## src/rtl/hw8_pkg.sv

```systemverilog
package hw8_pkg;

  localparam int OPW = 4;

  typedef enum logic [OPW-1:0] {
    OP_NOP = 4'h0, OP_MOV = 4'h1, OP_ADD = 4'h2, OP_SUB = 4'h3,
    OP_AND = 4'h4, OP_OR  = 4'h5, OP_XOR = 4'h6, OP_LD  = 4'h7,
    OP_ST  = 4'h8, OP_LIL = 4'h9, OP_LIH = 4'hA, OP_JMP = 4'hB,
    OP_BZ  = 4'hC, OP_BC  = 4'hD, OP_CMP = 4'hE, OP_HLT = 4'hF
  } opcode_e;

  typedef enum logic [2:0] {
    ALU_ADD, ALU_SUB, ALU_AND, ALU_OR, ALU_XOR
  } alu_op_e;

  typedef enum logic [2:0] {
    WS_ALU, WS_MEM, WS_MOV, WS_LIL, WS_LIH
  } wsrc_e;

  typedef enum logic [1:0] {
    BR_NONE, BR_ALWAYS, BR_ZERO, BR_CARRY
  } br_e;

  typedef enum logic [2:0] {
    S_FETCH, S_DECODE, S_EXEC, S_BRANCH, S_HALT
  } step_e;

  typedef struct packed {
    logic    reg_we;
    logic    to_r0;
    wsrc_e   wsrc;
    logic    flag_we;
    alu_op_e alu_op;
    logic    mem_rd;
    logic    mem_wr;
    br_e     br;
    logic    halt;
  } ctrl_t;

endpackage

```

## src/rtl/hw8_decode.sv

```systemverilog
module hw8_decode
  import hw8_pkg::*;
(
  input  logic [OPW-1:0] opcode,
  output ctrl_t          ctl
);

  always_comb begin
    ctl = '{reg_we: 1'b0, to_r0: 1'b0, wsrc: WS_ALU, flag_we: 1'b0,
            alu_op: ALU_ADD, mem_rd: 1'b0, mem_wr: 1'b0, br: BR_NONE,
            halt: 1'b0};
    unique case (opcode_e'(opcode))
      OP_MOV: begin ctl.reg_we = 1'b1; ctl.wsrc = WS_MOV; end
      OP_ADD: begin ctl.reg_we = 1'b1; ctl.flag_we = 1'b1; ctl.alu_op = ALU_ADD; end
      OP_SUB: begin ctl.reg_we = 1'b1; ctl.flag_we = 1'b1; ctl.alu_op = ALU_SUB; end
      OP_AND: begin ctl.reg_we = 1'b1; ctl.flag_we = 1'b1; ctl.alu_op = ALU_AND; end
      OP_OR:  begin ctl.reg_we = 1'b1; ctl.flag_we = 1'b1; ctl.alu_op = ALU_OR;  end
      OP_XOR: begin ctl.reg_we = 1'b1; ctl.flag_we = 1'b1; ctl.alu_op = ALU_XOR; end
      OP_LD:  begin ctl.reg_we = 1'b1; ctl.wsrc = WS_MEM; ctl.mem_rd = 1'b1; end
      OP_ST:  ctl.mem_wr = 1'b1;
      OP_LIL: begin ctl.reg_we = 1'b1; ctl.to_r0 = 1'b1; ctl.wsrc = WS_LIL; end
      OP_LIH: begin ctl.reg_we = 1'b1; ctl.to_r0 = 1'b1; ctl.wsrc = WS_LIH; end
      OP_JMP: ctl.br = BR_ALWAYS;
      OP_BZ:  ctl.br = BR_ZERO;
      OP_BC:  ctl.br = BR_CARRY;
      OP_CMP: begin ctl.flag_we = 1'b1; ctl.alu_op = ALU_SUB; end
      OP_HLT: ctl.halt = 1'b1;
      default: ;
    endcase
  end

endmodule

```

## src/rtl/hw8_alu.sv

```systemverilog
module hw8_alu
  import hw8_pkg::*;
#(
  parameter int DW = 8
) (
  input  alu_op_e       op,
  input  logic [DW-1:0] a,
  input  logic [DW-1:0] b,
  output logic [DW-1:0] y,
  output logic          c,
  output logic          z
);

  logic [DW:0] wide;

  always_comb begin
    wide = '0;
    unique case (op)
      ALU_ADD: wide = {1'b0, a} + {1'b0, b};
      ALU_SUB: wide = {1'b0, a} - {1'b0, b};
      ALU_AND: wide = {1'b0, a & b};
      ALU_OR:  wide = {1'b0, a | b};
      ALU_XOR: wide = {1'b0, a ^ b};
      default: wide = '0;
    endcase
    y = wide[DW-1:0];
    c = wide[DW];
    z = (wide[DW-1:0] == '0);
  end

endmodule

```

## src/rtl/hw8_regfile.sv

```systemverilog
module hw8_regfile #(
  parameter int DW   = 8,
  parameter int NREG = 4,
  localparam int RW  = $clog2(NREG)
) (
  input  logic          clk,
  input  logic          rst_n,
  input  logic          we,
  input  logic [RW-1:0] waddr,
  input  logic [DW-1:0] wdata,
  input  logic [RW-1:0] ra_addr,
  output logic [DW-1:0] ra_data,
  input  logic [RW-1:0] rb_addr,
  output logic [DW-1:0] rb_data,
  output logic [DW-1:0] r0_data
);

  logic [DW-1:0] regs [NREG];

  for (genvar g = 0; g < NREG; g++) begin : g_reg
    logic [DW-1:0] r_q;
    always_ff @(posedge clk or negedge rst_n) begin
      if (!rst_n)                        r_q <= '0;
      else if (we && waddr == RW'(g))    r_q <= wdata;
    end
    assign regs[g] = r_q;
  end

  assign ra_data = regs[ra_addr];
  assign rb_data = regs[rb_addr];
  assign r0_data = regs[0];

endmodule

```

## src/rtl/hw8_core.sv

```systemverilog
module hw8_core
  import hw8_pkg::*;
#(
  parameter int DW   = 8,
  parameter int NREG = 4
) (
  input  logic          clk,
  input  logic          rst_n,
  input  logic          run_en,
  output logic [DW-1:0] imem_addr,
  output logic          imem_rd_en,
  input  logic [DW-1:0] imem_data,
  output logic [DW-1:0] dmem_addr,
  output logic [DW-1:0] dmem_wdata,
  output logic          dmem_wr_en,
  output logic          dmem_rd_en,
  input  logic [DW-1:0] dmem_rdata,
  output logic          halted
);

  localparam int RW  = $clog2(NREG);
  localparam int IMW = DW - OPW;

  // reset synchronizer: asserts at once, releases on the clock
  logic rst_meta_q, rst_sync_n;
  always_ff @(posedge clk or negedge rst_n) begin
    if (!rst_n) begin
      rst_meta_q <= 1'b0;
      rst_sync_n <= 1'b0;
    end else begin
      rst_meta_q <= 1'b1;
      rst_sync_n <= rst_meta_q;
    end
  end

  step_e         st_q, st_d;
  logic [DW-1:0] pc_q, pc_d, ir_q, ir_d, opa_q, opa_d, opb_q, opb_d;
  logic          fz_q, fz_d, fc_q, fc_d;

  ctrl_t         ctl;
  logic [RW-1:0] rd_f, rs_f;
  logic [IMW-1:0] imm;
  logic          rf_we;
  logic [RW-1:0] rf_waddr;
  logic [DW-1:0] rf_wdata, ra_data, rb_data, r0_data;
  logic [DW-1:0] alu_y;
  logic          alu_c, alu_z, taken, active;

  assign rd_f = ir_q[2*RW-1:RW];
  assign rs_f = ir_q[RW-1:0];
  assign imm  = ir_q[IMW-1:0];

  hw8_decode u_dec (.opcode(ir_q[DW-1:IMW]), .ctl(ctl));

  hw8_alu #(.DW(DW)) u_alu (
    .op(ctl.alu_op), .a(opa_q), .b(opb_q), .y(alu_y), .c(alu_c), .z(alu_z)
  );

  hw8_regfile #(.DW(DW), .NREG(NREG)) u_rf (
    .clk(clk), .rst_n(rst_sync_n), .we(rf_we), .waddr(rf_waddr),
    .wdata(rf_wdata), .ra_addr(rd_f), .ra_data(ra_data),
    .rb_addr(rs_f), .rb_data(rb_data), .r0_data(r0_data)
  );

  assign active     = run_en && (st_q != S_HALT);
  assign halted     = (st_q == S_HALT);
  assign imem_addr  = pc_q;
  assign imem_rd_en = active && (st_q == S_FETCH);
  assign dmem_addr  = opb_q;
  assign dmem_wdata = opa_q;
  assign dmem_wr_en = active && (st_q == S_EXEC) && ctl.mem_wr;
  assign dmem_rd_en = active && (st_q == S_EXEC) && ctl.mem_rd;

  always_comb begin
    unique case (ctl.br)
      BR_ALWAYS: taken = 1'b1;
      BR_ZERO:   taken = fz_q;
      BR_CARRY:  taken = fc_q;
      default:   taken = 1'b0;
    endcase
  end

  // next-state logic
  always_comb begin
    st_d = st_q; pc_d = pc_q; ir_d = ir_q;
    opa_d = opa_q; opb_d = opb_q; fz_d = fz_q; fc_d = fc_q;
    rf_we = 1'b0; rf_waddr = ctl.to_r0 ? '0 : rd_f;
    unique case (ctl.wsrc)
      WS_MEM:  rf_wdata = dmem_rdata;
      WS_MOV:  rf_wdata = opb_q;
      WS_LIL:  rf_wdata = {{(DW-IMW){1'b0}}, imm};
      WS_LIH:  rf_wdata = {imm, r0_data[DW-IMW-1:0]};
      default: rf_wdata = alu_y;
    endcase
    if (st_q != S_HALT) begin
      if (!run_en) begin
        st_d = S_FETCH;
        pc_d = '0;
      end else begin
        unique case (st_q)
          S_FETCH: begin
            ir_d = imem_data;
            st_d = S_DECODE;
          end
          S_DECODE: begin
            opa_d = ra_data;
            opb_d = rb_data;
            st_d  = S_EXEC;
          end
          S_EXEC: begin
            if (ctl.halt) begin
              st_d = S_HALT;
            end else begin
              rf_we = ctl.reg_we;
              if (ctl.flag_we) begin
                fz_d = alu_z;
                fc_d = alu_c;
              end
              st_d = taken ? S_BRANCH : S_FETCH;
              pc_d = taken ? pc_q : pc_q + 1'b1;
            end
          end
          S_BRANCH: begin
            pc_d = opb_q;
            st_d = S_FETCH;
          end
          default: st_d = S_FETCH;
        endcase
      end
    end
  end

  always_ff @(posedge clk or negedge rst_sync_n) begin
    if (!rst_sync_n) begin
      st_q <= S_FETCH; pc_q <= '0; ir_q <= '0;
      opa_q <= '0; opb_q <= '0; fz_q <= 1'b0; fc_q <= 1'b0;
    end else begin
      st_q <= st_d; pc_q <= pc_d; ir_q <= ir_d;
      opa_q <= opa_d; opb_q <= opb_d; fz_q <= fz_d; fc_q <= fc_d;
    end
  end


  halt_sticky_chk: assert property (@(posedge clk) disable iff (!rst_sync_n)
    halted |=> halted && $stable(imem_addr));

  halt_no_fetch_chk: assert property (@(posedge clk) disable iff (!rst_sync_n)
    halted |-> !imem_rd_en);

  idle_pc_zero_chk: assert property (@(posedge clk) disable iff (!rst_sync_n)
    (!run_en && !halted) |=> (imem_addr == '0));

  fetch_spacing_chk: assert property (@(posedge clk) disable iff (!rst_sync_n)
    imem_rd_en |=> !imem_rd_en);

  dmem_excl_chk: assert property (@(posedge clk) disable iff (!rst_sync_n)
    $onehot0({dmem_wr_en, dmem_rd_en}));

  logic_clears_c_chk: assert property (@(posedge clk) disable iff (!rst_sync_n)
    (active && st_q == S_EXEC && ctl.flag_we &&
     (ctl.alu_op inside {ALU_AND, ALU_OR, ALU_XOR})) |=> !fc_q);

endmodule

```

## config.mk

```make
export PLATFORM = sky130hd
export DESIGN_NAME = hw8_core
export DESIGN_NICKNAME = d
export VERILOG_FILES = /design/src/rtl/hw8_pkg.sv /design/src/rtl/hw8_decode.sv /design/src/rtl/hw8_alu.sv /design/src/rtl/hw8_regfile.sv /design/src/rtl/hw8_core.sv
export SDC_FILE = /design/constraint.sdc
export NUM_CORES = 1
export LEC_CHECK = 0
export BUFFER_PORTS_ARGS = -buffer_cell sky130_fd_sc_hd__buf_2
export CORE_UTILIZATION = 60
export CTS_CLUSTER_SIZE = 40
export DETAILED_ROUTE_END_ITERATION = 12
export PLACE_DENSITY = 0.81
export SYNTH_ARGS = -nofsm -noshare
export SYNTH_HDL_FRONTEND = slang
export SYNTH_SLANG_ARGS = --single-unit
```

## constraint.sdc

```tcl
create_clock -name clk -period 2.8 [get_ports clk]
set_input_delay 0 -clock clk [delete_from_list [all_inputs] [get_ports clk]]
set_output_delay 0 -clock clk [all_outputs]
set_load 0.005 [all_outputs]
```

## Yosys cells after proc, flatten, opt, wreduce, memory -nomap -nowiden

Index checks and enable logic that the tools add are counted.

- Register bits after elaboration: 71
- Bits in latches: 0
- Bits in writable memories: 0
- Memory bits (read-only): 0
- Input port bits: 19
- Memories: 0

- $add $sub $neg: 3
- Multiply operators: 0
- Divide/modulo/power cells: 0
- Order comparisons: 2
- Equal/unequal tests: 37
- Shifts and indexed selects: 0
- Mux-type cells: 30
- Bitwise gates (word level): 6
- Reductions and logical operators: 20

Operators with widths:

| cell | number |
|---|---|
| two-way mux 8 bit | 7 |
| one-hot mux 9 bit (5 select lines) | 1 |
| binary-select mux 8 bit (select 2 bit) | 2 |
| == test 4 bit (second input constant) | 8 |
| one-hot mux 8 bit (4 select lines) | 1 |
| one-hot mux 4 bit (5 select lines) | 1 |
| == test 3 x 2 -> 1 bit (second input constant) | 6 |
| == test 4 x 3 -> 1 bit (second input constant) | 4 |
| one-hot mux 8 bit (2 select lines) | 1 |
| one-hot mux 3 bit (4 select lines) | 1 |
| adder 8 x 8 -> 9 bit | 1 |
| == test 3 x 1 -> 1 bit (second input constant) | 3 |
| == test 3 bit (second input constant) | 3 |
| logical AND 1 bit | 9 |
| two-way mux 1 bit | 9 |
| != test 3 bit (second input constant) | 3 |
| one-hot mux 3 bit (3 select lines) | 1 |
| OR reduction 9 bit | 1 |
| subtractor 8 x 8 -> 9 bit | 1 |
| adder 8 x 1 -> 8 bit (second input constant) | 1 |
| AND 8 bit | 1 |
| == test 2 bit (second input constant) | 4 |
| == test 4 x 2 -> 1 bit (second input constant) | 2 |
| logical NOT 8 bit | 1 |
| other kinds (18) | 26 |

## Depth between registers and ports, before layout

- Depth in word-level cells: 8
- Depth in mapped cells: 15
- Mapped depth without buffers: 12

## Cells and area by module

Synthesis repeated with hierarchy kept, for this count alone.

- Cell total of the unflattened synthesis: 473
- Area, all modules: 5231.3 µm²

Modules (own cells, without submodules):

| module | times used | cells each | area each (µm²) | sequential area each (µm²) |
|---|---|---|---|---|
| hw8_core | 1 | 213 | 2389.8 | 975.9 |
| hw8_regfile | 1 | 88 | 1590.3 | 800.8 |
| hw8_alu | 1 | 139 | 1044.8 | 0.0 |
| hw8_decode | 1 | 33 | 206.4 | 0.0 |

## Least setup slack after synthesis

No wires, ideal clock.

- Path type: register -> register
- Start: register ir_q[4]
- End: register u_rf.g_reg[2].r_q[6]
- Arrival time: 3141 ps
- Data required time: 2675 ps
- Path slack: -466 ps
- Cell stages (with the launch flop): 15
- Path buffers: 3
- Clock period less this slack: 3266 ps
- Path through: dfrtp_1 buf_6 buf_4 nand2b_1 o21ai_0 and2_1 clkbuf_1 mux2i_1 fa_1 a211oi_1 nor3b_1 mux2i_1 o211ai_1 a221o_1 mux2_2

- Longest elaborated chain between the ends: 8

RTL lines:

| item | line | RTL |
|---|---|---|
| start: declaration | hw8_core.sv:37 | `logic [DW-1:0] pc_q, pc_d, ir_q, ir_d, opa_q, opa_d, opb_q, opb_d;` |
| start signal: assignment | hw8_core.sv:138 | `st_q <= st_d; pc_q <= pc_d; ir_q <= ir_d;` |
| branches (longest 8 deep; another with one-hot mux 9 bit (5 select lines)) | n/a |  |
| end signal: assignment | hw8_regfile.sv:24 | `else if (we && waddr == RW'(g)) r_q <= wdata;` |
| end: declaration | hw8_regfile.sv:21 | `logic [DW-1:0] r_q;` |

Parallel ways; which one is timed is not known.
A chain may end at the register's enable or synchronous reset.

## Worst setup path in the final report

- Start: register ir_q[7]
- End: register u_rf.g_reg[2].r_q[6]

Same word-level chain as after synthesis.

==> flow_summary.ini <==
[global_route]
grt_pass1_wl_mm = 22.18
track_usage_pct = 34.58
grt_pass1_vias = 4355
grt_max_degree = 33
gr-total-overflow = 0
antenna_found_initial = 0

[floorplan]
fp.dieH_um = 91.73
dieArea_mm2 = 0.008414
start_util_pct = 62.19
die_w_um = 91.73
placementRows = 32
fp.coreArea_mm2 = 0.007767
pin_count = 47

[synthesis]
postSynth.asyncResetShare_pct = 100.0
synth_ff_type = dfrtp_1
synth_cell_types = 60
yosys_warnings = 0
syn-num-nets = 536
synth_area_per_cell_um2 = 9.859
synth-edff-count = 0
seq_area_frac_synth_pct = 36.78
netlist_area_mm2 = 0.004831
synth.largest_area_cell = dfrtp_1
syn_inst = 490
synth_top_area_share_pct = 36.78
ys_ff_latch = 71
synth_area_leaders = dfrtp_1, mux2_2, mux4_2

[critical_path]
path_max_fanout = 5
timing.rr.end = u_rf.g_reg[2].r_q[6]
cp-start-kind = register
timing.rr.start = ir_q[7]
cp.required_ps = 3030
r2r_slack_ps = -210
reg2regPathDepth = 11
critPathCaptureType = register
arrival_ps = 3240
critPathKind = reg2reg

[min_path]
min_from = run_en
min_path_type = in2reg
hold_depth = 3
min_to = imem_addr[3]

[timing]
final.setup.worst_slack_ps = -214.0
drv_slew = 0
hold_viol_final = 0
fmax_ghz = 0.3318
tightest_slew_ps = 863.9
post-route-min-period_ps = 3014
rsz0062_at_grt = true
timing.final.crit_share_pct = 107.6
setup_viol = 22
clock-skew-final_ps = 12.05
fin_tns_setup_ps = -1710
slew_headroom_pct = 42.09

[final_layout]
n_antenna_cell = 0
final_cell_mix = dfrtp_1, buf_4, nand2_1, buf_2, nor2_1
fillers = 527
drive_above_1_share_pct = 34.24
syn2layout_area_growth_pct = 23.26
fin_area_mm2 = 0.005954
final_common_cell = dfrtp_1
stdcell_count = 692
finalNetCount = 631

[drt]
num_vias = 4501
drtAntennaViolNets = 0
dr.pass1.iters = 7
drt-initial-drc-count = 476
vias_per_cell = 6.504
drc_errors = 0
wl_mm = 14.06
wire_per_inst_um = 20.32

[run]
maxCapViolations = 0

[status]
status = finished with violations
failed_checks = setup timing

[placed_design]
place_congestion = 0.9537
dp_hpwl_mm = 9.937
dp.cells = 658
dpl_cell_area_mm2 = 0.005448
port_buffers = 46

[clock_network]
cts-buffers-inserted = 9
clk_path_buf_depth = 2
cts.clk_slew.worst_paths_ps = 80
cts.sinks = 71
cts_root_buf = clkbuf_8
htreeDepth = 3
cts_tree = built
clk_latency_ps = 350

[pwr]
p_per_area_mw_per_mm2 = 1277
power.total_uw = 7606
ir_drop_mv = 0.8890
leakagePower_uw = 0.002713
-- synthesized netlist by cell type, drive strengths merged (5+ instances only) --
cell type	instances
dfrtp	71
nand2	48
mux2	35
nor2	35
o21ai	35
ha	26
inv	25
a21oi	18
mux4	16
nand2b	15
buf	14
mux2i	14
a22oi	12
clkbuf	11
nand3	11
nor3	8
o31ai	8
xnor2	8
o22ai	6
a32o	5
and2	5
o32ai	5
or3	5
-- worst max path at each step --
stage,endpoint,from,cells past startpoint,slack (ps)
floorplan,u_rf.g_reg[2].r_q[6],ir_q[4],15,-180
global placement,u_rf.g_reg[2].r_q[6],ir_q[4],12,-130
detailed placement,u_rf.r0_data[6],ir_q[4],12,-260
CTS,u_rf.g_reg[2].r_q[6],ir_q[4],11,-100
global route,u_rf.g_reg[1].r_q[6],ir_q[4],11,-390
finish,u_rf.g_reg[2].r_q[6],ir_q[7],11,-210
-- sequential cells by signal (all words and copies together) (netlist names) --
signal,cells
rst_sync_n,1
dmem_addr,8
fc_q,1
u_rf.r0_data,8
st_q,3
dmem_wdata,8
rst_meta_q,1
u_rf.g.r_q,24
fz_q,1
ir_q,8
imem_addr,8
-- layer usage --
metal / share of wire (%) / routed length, um / vias up / track usage (%)
li1: - / - / 1989 / -
met3: 7.9 / 1111 / 38 / 6.716
met4: 2.6 / 371 / 0 / 13.41
met2: 49 / 6853 / 262 / 55.20
met5: 0 / 0 / - / 0
met1: 41 / 5727 / 2212 / 46.91
-- area by class of cell --
| type | instances | area, um^2 | share of cell area [%] |
|---|---|---|---|
| sequential | 71 | 1779 | 29.88 |
| clock buffer | 10 | 137.6 | 2.311 |
| inverter | 25 | 93.84 | 1.576 |
| timing repair buffer | 109 | 728.2 | 12.23 |
| clock inverter | 6 | 67.56 | 1.135 |
| tap | 102 | 127.6 | 2.143 |
| multi-input combinational | 369 | 3020 | 50.73 |
-- where the power goes --
part | internal, uW | switching (uW) | total (uW) | leakage (uW)
clock network | 439 | 426 | 865 | 0.0000989
registers | 1300 | 350 | 1650 | 0.000947
logic | 2500 | 2590 | 5090 | 0.00167
total | 4240 | 3370 | 7610 | 0.00271
-- stage by stage --
stage	setup WS, ps	util (%)	hold slack, ps
global route	-389.5	76.66	39.42
detailed placement	-263.0	70.14	-207.9
global placement	-131.3	70.14	-216.4
CTS	-103.8	74.89	17.66
finish	-214.0	76.66	35.96
floorplan	-179.1	-	-295.6
-- what timing repair did --
action | CTS | global route
setup buffers | 3 | 5
pin swaps | 8 | 9
resized for setup | 9 | 25
setup endpoints to repair | 26 | 26
hold endpoints to repair | 10 | 0
cloned | 0 | 0
hold buffers | 10 | 0
-- critical path, cell delays in order (launching register included) --
cell,delay (ps)
dfrtp_1,420
nand2b_4,160
o21ai_2,130
and2_4,220
a31oi_1,70
xnor2_1,150
ha_1,370
nor3b_2,290
mux2i_1,230
o211ai_1,130
a221o_1,420
mux2_4,300
-- kinds of logic after synthesis --
family	synth area share, %
simple gates	15.80
compound gates	15.77
flops	36.78
mux	18.60
buf+inv	4.377
fa+ha+maj	7.148
xor+xnor	1.450
other cells	0.07763
No activity file was read; power rests on OpenSTA's default activity.
